<file path="config.mk">
export PLATFORM = sky130hd
export DESIGN_NAME = tdm_rx_chsel
export DESIGN_NICKNAME = d
export VERILOG_FILES = /design/src/rtl/tdm_rx_chsel_pkg.sv /design/src/rtl/tdm_chan_tracker.sv /design/src/rtl/tdm_chan_gate.sv /design/src/rtl/tdm_word_capture.sv /design/src/rtl/tdm_rx_chsel.sv
export SDC_FILE = /design/constraint.sdc
export NUM_CORES = 1
export LEC_CHECK = 0
export CAP_MARGIN = 20
export CELL_PAD_IN_SITES_DETAIL_PLACEMENT = 1
export CELL_PAD_IN_SITES_GLOBAL_PLACEMENT = 1
export CORE_ASPECT_RATIO = 1.25
export CORE_MARGIN = 2
export CORE_UTILIZATION = 40
export DETAILED_ROUTE_END_ITERATION = 16
export DONT_BUFFER_PORTS = 1
export GPL_ROUTABILITY_DRIVEN = 0
export PLACE_DENSITY = 0.7
export SLEW_MARGIN = 30
export SYNTH_ARGS = -nofsm -noshare
export SYNTH_HDL_FRONTEND = slang
export SYNTH_SLANG_ARGS = --single-unit
</file>
<file path="constraint.sdc">
create_clock -name clk -period 5.75 [get_ports clk]
set_input_delay 1.15 -clock clk [delete_from_list [all_inputs] [get_ports clk]]
set_output_delay 1.15 -clock clk [all_outputs]
set_load 0.005 [all_outputs]
</file>
<file path="src/rtl/tdm_rx_chsel_pkg.sv">
package tdm_rx_chsel_pkg;

  typedef enum logic {
    PART_TWO   = 1'b0,
    PART_EIGHT = 1'b1
  } part_mode_e;

  typedef enum logic {
    GATE_OPEN   = 1'b0,
    GATE_MASKED = 1'b1
  } gate_mode_e;

endpackage

</file>
<file path="src/rtl/tdm_chan_tracker.sv">
module tdm_chan_tracker #(
  parameter int CHAN_W = 7
) (
  input  logic              clk,
  input  logic              rst_n,
  input  logic              fsync,
  input  logic              word_done,
  input  logic [CHAN_W-1:0] frame_len_m1,
  output logic [CHAN_W-1:0] cur_chan,
  output logic              in_frame
);

  logic [CHAN_W-1:0] chan_q;
  logic              live_q;
  logic              at_end;

  assign at_end = (chan_q == frame_len_m1);

  always_ff @(posedge clk) begin
    if (!rst_n) begin
      chan_q <= '0;
      live_q <= 1'b0;
    end else if (fsync) begin
      chan_q <= '0;
      live_q <= 1'b1;
    end else if (word_done && live_q) begin
      if (at_end) begin
        live_q <= 1'b0;
      end else begin
        chan_q <= chan_q + 1'b1;
      end
    end
  end

  assign cur_chan = chan_q;
  assign in_frame = live_q;

endmodule

</file>
<file path="src/rtl/tdm_chan_gate.sv">
module tdm_chan_gate
  import tdm_rx_chsel_pkg::*;
#(
  parameter int NCHAN = 128,
  parameter int BLK_W = 16,
  localparam int CHAN_W = $clog2(NCHAN),
  localparam int LANE_W = $clog2(BLK_W),
  localparam int NBLK   = NCHAN / BLK_W,
  localparam int BIDX_W = CHAN_W - LANE_W,
  localparam int PSEL_W = (BIDX_W > 1) ? BIDX_W - 1 : 1
) (
  input  logic [CHAN_W-1:0] chan,
  input  logic              sel_en,
  input  logic              part8,
  input  logic [PSEL_W-1:0] pa_blk,
  input  logic [PSEL_W-1:0] pb_blk,
  input  logic [NCHAN-1:0]  en_mask,
  output logic              chan_en
);

  logic [BIDX_W-1:0] blk;
  logic [LANE_W-1:0] lane;
  logic [PSEL_W-1:0] pair;
  logic              odd_blk;
  logic [NBLK-1:0]   blk_hit;
  logic              en8;
  logic              en2;
  part_mode_e        pmode;
  gate_mode_e        gmode;

  assign blk     = chan[CHAN_W-1:LANE_W];
  assign lane    = chan[LANE_W-1:0];
  assign pair    = blk[BIDX_W-1:1];
  assign odd_blk = blk[0];
  assign pmode   = part_mode_e'(part8);
  assign gmode   = gate_mode_e'(sel_en);

  // One mask slot per group in eight-partition mode.
  for (genvar k = 0; k < NBLK; k++) begin : g_blk
    logic [BLK_W-1:0] slot;
    assign slot       = en_mask[k*BLK_W +: BLK_W];
    assign blk_hit[k] = (blk == BIDX_W'(k)) && slot[lane];
  end

  logic [BLK_W-1:0] mask_a;
  logic [BLK_W-1:0] mask_b;
  assign mask_a = en_mask[0 +: BLK_W];
  assign mask_b = en_mask[BLK_W +: BLK_W];

  always_comb begin
    en8 = |blk_hit;
    if (odd_blk) begin
      en2 = (pair == pb_blk) && mask_b[lane];
    end else begin
      en2 = (pair == pa_blk) && mask_a[lane];
    end
    if (gmode == GATE_OPEN) begin
      chan_en = 1'b1;
    end else if (pmode == PART_EIGHT) begin
      chan_en = en8;
    end else begin
      chan_en = en2;
    end
  end

endmodule

</file>
<file path="src/rtl/tdm_word_capture.sv">
module tdm_word_capture #(
  parameter int WORD_W = 32,
  parameter int CHAN_W = 7,
  localparam int LEN_W = $clog2(WORD_W)
) (
  input  logic              clk,
  input  logic              rst_n,
  input  logic              take,
  input  logic [WORD_W-1:0] word_in,
  input  logic [LEN_W-1:0]  word_len,
  input  logic [CHAN_W-1:0] chan,
  input  logic              buf_rd,
  output logic              acc_valid,
  output logic [WORD_W-1:0] acc_data,
  output logic [CHAN_W-1:0] acc_chan,
  output logic              rx_ready
);

  logic [WORD_W-1:0] keep;

  for (genvar i = 0; i < WORD_W; i++) begin : g_keep
    assign keep[i] = (LEN_W'(i) <= word_len);
  end

  always_ff @(posedge clk) begin
    if (!rst_n) begin
      acc_valid <= 1'b0;
      acc_data  <= '0;
      acc_chan  <= '0;
    end else begin
      acc_valid <= take;
      if (take) begin
        acc_data <= word_in & keep;
        acc_chan <= chan;
      end
    end
  end

  always_ff @(posedge clk) begin
    if (!rst_n) begin
      rx_ready <= 1'b0;
    end else if (take) begin
      rx_ready <= 1'b1;
    end else if (buf_rd) begin
      rx_ready <= 1'b0;
    end
  end

endmodule

</file>
<file path="src/rtl/tdm_rx_chsel.sv">
module tdm_rx_chsel #(
  parameter int NCHAN  = 128,
  parameter int BLK_W  = 16,
  parameter int WORD_W = 32,
  localparam int CHAN_W = $clog2(NCHAN),
  localparam int LEN_W  = $clog2(WORD_W),
  localparam int BIDX_W = CHAN_W - $clog2(BLK_W),
  localparam int PSEL_W = (BIDX_W > 1) ? BIDX_W - 1 : 1
) (
  input  logic              clk,
  input  logic              rst_n,
  input  logic              fsync,
  input  logic              word_done,
  input  logic [WORD_W-1:0] word_in,
  input  logic [LEN_W-1:0]  word_len,
  input  logic [CHAN_W-1:0] frame_len_m1,
  input  logic              sel_en,
  input  logic              part8,
  input  logic [PSEL_W-1:0] pa_blk,
  input  logic [PSEL_W-1:0] pb_blk,
  input  logic [NCHAN-1:0]  en_mask,
  input  logic              buf_rd,
  output logic              acc_valid,
  output logic [WORD_W-1:0] acc_data,
  output logic [CHAN_W-1:0] acc_chan,
  output logic              rx_ready
);

  logic [CHAN_W-1:0] cur_chan;
  logic              in_frame;
  logic              chan_en;
  logic              take;

  tdm_chan_tracker #(.CHAN_W(CHAN_W)) u_trk (
    .clk          (clk),
    .rst_n        (rst_n),
    .fsync        (fsync),
    .word_done    (word_done),
    .frame_len_m1 (frame_len_m1),
    .cur_chan     (cur_chan),
    .in_frame     (in_frame)
  );

  tdm_chan_gate #(.NCHAN(NCHAN), .BLK_W(BLK_W)) u_gate (
    .chan    (cur_chan),
    .sel_en  (sel_en),
    .part8   (part8),
    .pa_blk  (pa_blk),
    .pb_blk  (pb_blk),
    .en_mask (en_mask),
    .chan_en (chan_en)
  );

  assign take = word_done && in_frame && chan_en;

  tdm_word_capture #(.WORD_W(WORD_W), .CHAN_W(CHAN_W)) u_cap (
    .clk       (clk),
    .rst_n     (rst_n),
    .take      (take),
    .word_in   (word_in),
    .word_len  (word_len),
    .chan      (cur_chan),
    .buf_rd    (buf_rd),
    .acc_valid (acc_valid),
    .acc_data  (acc_data),
    .acc_chan  (acc_chan),
    .rx_ready  (rx_ready)
  );

endmodule

</file>
==> metrics.csv <==
stage,metric,value,unit
synth,fraction of registers with async set/reset,0,%
clock_network,clk_lat worst skew,0.31,ns
grt,residual overflow from global routing,0,
sta,Worst slew margin,39.0,%
power,Pint,517,µW
synth,Mapped Cells,368,
setup_path,crit-path max cell delay,0.90,ns
drt,drt wl/cell,23.3,µm
final_layout,Final Core Density,42.3,%
clock_network,clk buf depth,2,
sta,clk_skew,0.0123,ns
placed_design,I/O Buffers,0,
power,logic gate share of total power,12.1,%
power,Pwr Total,681,µW
clock_network,Root Driver,clkbuf_8,
synth,Netlist cell types,56,
power,Lkg Pwr,1.38,nW
grt,largest net degree at the start of global routing,48,
power,clock power share,36.0,%
power,sequential share of power,51.9,%
drt,post-route ant nets,0,
floorplanning,Die Height,111,µm
drt,Met3 Wirelength,877,µm
clock_network,hold buffers post-CTS,0,
synth,mean post-synth cell area,9.89,µm²
final_layout,Post-Layout Cell Count,467,
sta,"Hold Vio Cnt, Final",0,
drt,vias per cell,6.30,
drt,DR vias,2943,
power,Switching Fraction,24.2,%
drt,met2 wire len,6200,µm
drt,initial DRC count,86,
setup_path,ordered list of cells on the worst path,"mux4_2, a32o_1, a31oi_1, a211oi_1, nand4b_4, nand2_4, mux2i_1",
floorplanning,Die ar.,9880,µm²
synth,dominant synthesized flop cell,dfxtp_1,
grt,antenna violations before repair,0,
clock_network,clock slew seen by the registers of the worst setup and hold paths,0.10,ns
sta,"Min Clock Period, post-route",3.61,ns
floorplanning,Initial Utilization,41.6,%
power,Peak supply drop,0.0875,mV
synth,sequential-to-total area share from yosys stat,27.0,%
final_layout,n_diodes,0,
placed_design,Cells after DPL,460,
final_layout,nets,531,
power,PwrDens,184,nW/µm²
grt,Total Routing Usage GR,21.6,%
final_layout,Area Overhead vs Synth,1.62,%
sta,fin. max-slew vios,0,
drt,1st-pass router iterations,4,
placed_design,pre-CTS setup slack,2.00,ns
synth,#FFs+latches synth,49,
worst_hold_path,HP Class,reg2reg,
final_layout,share of cells above drive strength 1,11.5,%
floorplanning,# IOs,224,
grt,first-pass GRT wire length,16300,µm
clock_network,H-tree levels,2,
setup_path,worst setup path category,reg2reg,
floorplanning,Cell Rows,38,
setup_path,Crit path max-delay family,compound AO/OA/AOI/OAI gates,
drt,Residual DRC,0,
final_layout,Sequential Area,982,µm²
floorplanning,die width,89.3,µm
sta,TNS Setup,0,ns
power,NetSw,164,µW
setup_path,CP Launch Type,flip-flop,
clock_network,Post-CTS Setup Bufs,0,
drt,M1 wire length,3600,µm
clock_network,CTS tree,built,
synth,Post-synth EDFFs,0,
clock_network,CTS Buf Count,5,
setup_path,Buffers & Inverters on Critical Path,0,
clock_network,CTS resizes,0,
setup_path,Critical Path Slowest Stage Cell,dfxtp_2,
floorplanning,Core Region,8750,µm²
synth,Yosys warning count,0,
setup_path,Worst Path Arrival,3.85,ns
synth,Post-Syn Nets,552,
setup_path,CP Data Required Time,5.99,ns
final_layout,FILL cells,1024,
drt,Routed WL,10900,µm
synth,synthesized area,3640,µm²
setup_path,CP Max Fanout,34,
final_layout,Multi-input gate area,2410,µm²
sta,final worst slack,2.14,ns
placed_design,HPWL Detailed,8660,µm
clock_network,CTS sink cnt,49,
sta,Fmax,0.277,GHz
sta,Final setup viols,0,
setup_path,critical path capture point type,flip-flop,
drt,DR top layer,met4,
sta,unrepaired setup endpoints after global routing,false,
status,outcome,"complete, no violations",
sta,crit share post-route,62.7,%
sta,Slew @ Worst Pin,0.891,ns
flow_run,reported max-cap violation count,0,
grt,vias in the first global route,3154,
-- worst paths after layout --
check / startpoint / to / slack, ns / cells past startpoint
hold reg to reg: u_cap.acc_data[9] / u_cap.acc_data[9] / 0.48 / 2
setup / recovery: u_trk.cur_chan[1] / u_cap.acc_data[19] / 2.14 / 7
setup reg to reg: u_trk.cur_chan[1] / u_cap.acc_data[19] / 2.14 / 7
hold / removal: u_cap.acc_data[9] / u_cap.acc_data[9] / 0.48 / 2
-- cells in the final DEF, fill, tap and decap left out, drive strengths merged, types with 5 or more instances in the layout --
cell and instances:
clkbuf 5, mux2i 43, o311ai 5, and3 5, a21oi 15, nor2 16, nand3 29, nand2b 9
o21ai 11, nand2 46, xor2 12, mux4 29, dfxtp 49
-- cells by family after synthesis --
group | share of synthesized area [%]
AND/OR/NAND/NOR | 19.6
multiplexers | 31.3
AO/OA/AOI/OAI | 11.4
flip-flops | 27.0
buffers and inverters | 6.74
XOR/XNOR | 3.61
adder cells (fa/ha/maj) | 0.344
-- through the flow --
step,instance area [µm²],hold slack [ns]
4_1_cts,3700,0.489
6_report,3700,0.484
3_5_place_dp,3590,0.476
3_3_place_gp,3590,0.465
5_1_grt,3700,0.508
2_1_floorplan,3640,0.451
-- power groups by stage --
stage | Clock, mW | Sequential, mW | Combinational [mW]
floorplan | 0 | 0.358 | 0.0831
global placement | 0 | 0.361 | 0.0821
detailed placement | 0 | 0.362 | 0.0839
CTS | 0.250 | 0.354 | 0.0840
global route | 0.262 | 0.355 | 0.0904
finish | 0.245 | 0.353 | 0.0827
-- worst reg2reg max path, cell delays in order (launching register included) --
cell      delay (ns)
dfxtp_2         0.90
mux4_2          0.62
a32o_1          0.29
a31oi_1         0.43
a211oi_1        0.21
nand4b_4        0.32
nand2_4         0.49
mux2i_1         0.29
-- metal layers --
metal / vias to the layer above / GRT usage, %
li1: 1347 / -
met1: 1417 / 21.7
met2: 165 / 42.2
met3: 14 / 4.63
met4: 0 / 5.97
met5: - / 0
-- cell type report --
cell class / instances / share of cell area [%]
timing repair buffer: 4 / 0.812
clock inverter: 2 / 0.948
multi-input combinational: 282 / 65.2
tap: 120 / 4.06
inverter: 5 / 0.508
sequential: 49 / 26.6
clock buffer: 5 / 1.86
-- Yosys cell counts, types with 5 or more instances --
library cell | count | share of area (%)
dfxtp_1 | 49 | 27
nand2_1 | 45 | 4.6
mux2i_1 | 43 | 12
nand3_1 | 29 | 4.0
mux4_2 | 17 | 11
nor2_1 | 16 | 1.7
a21oi_1 | 15 | 2.1
clkbuf_1 | 15 | 1.5
mux4_1 | 12 | 8.7
xor2_1 | 12 | 2.9
o21ai_0 | 10 | 1.4
nand2b_1 | 9 | 1.5
buf_2 | 8 | 1.1
and3_1 | 5 | 0.86
o311ai_0 | 5 | 1.2
-- state kept, by name, summed over array words and instances, names as in the netlist --
register and cells:
u_trk.cur_chan 7, u_cap.rx_ready 1, u_cap.acc_data 32, u_cap.acc_valid 1
u_trk.in_frame 1, u_cap.acc_chan 7
Power figures use the tool's default switching activity.
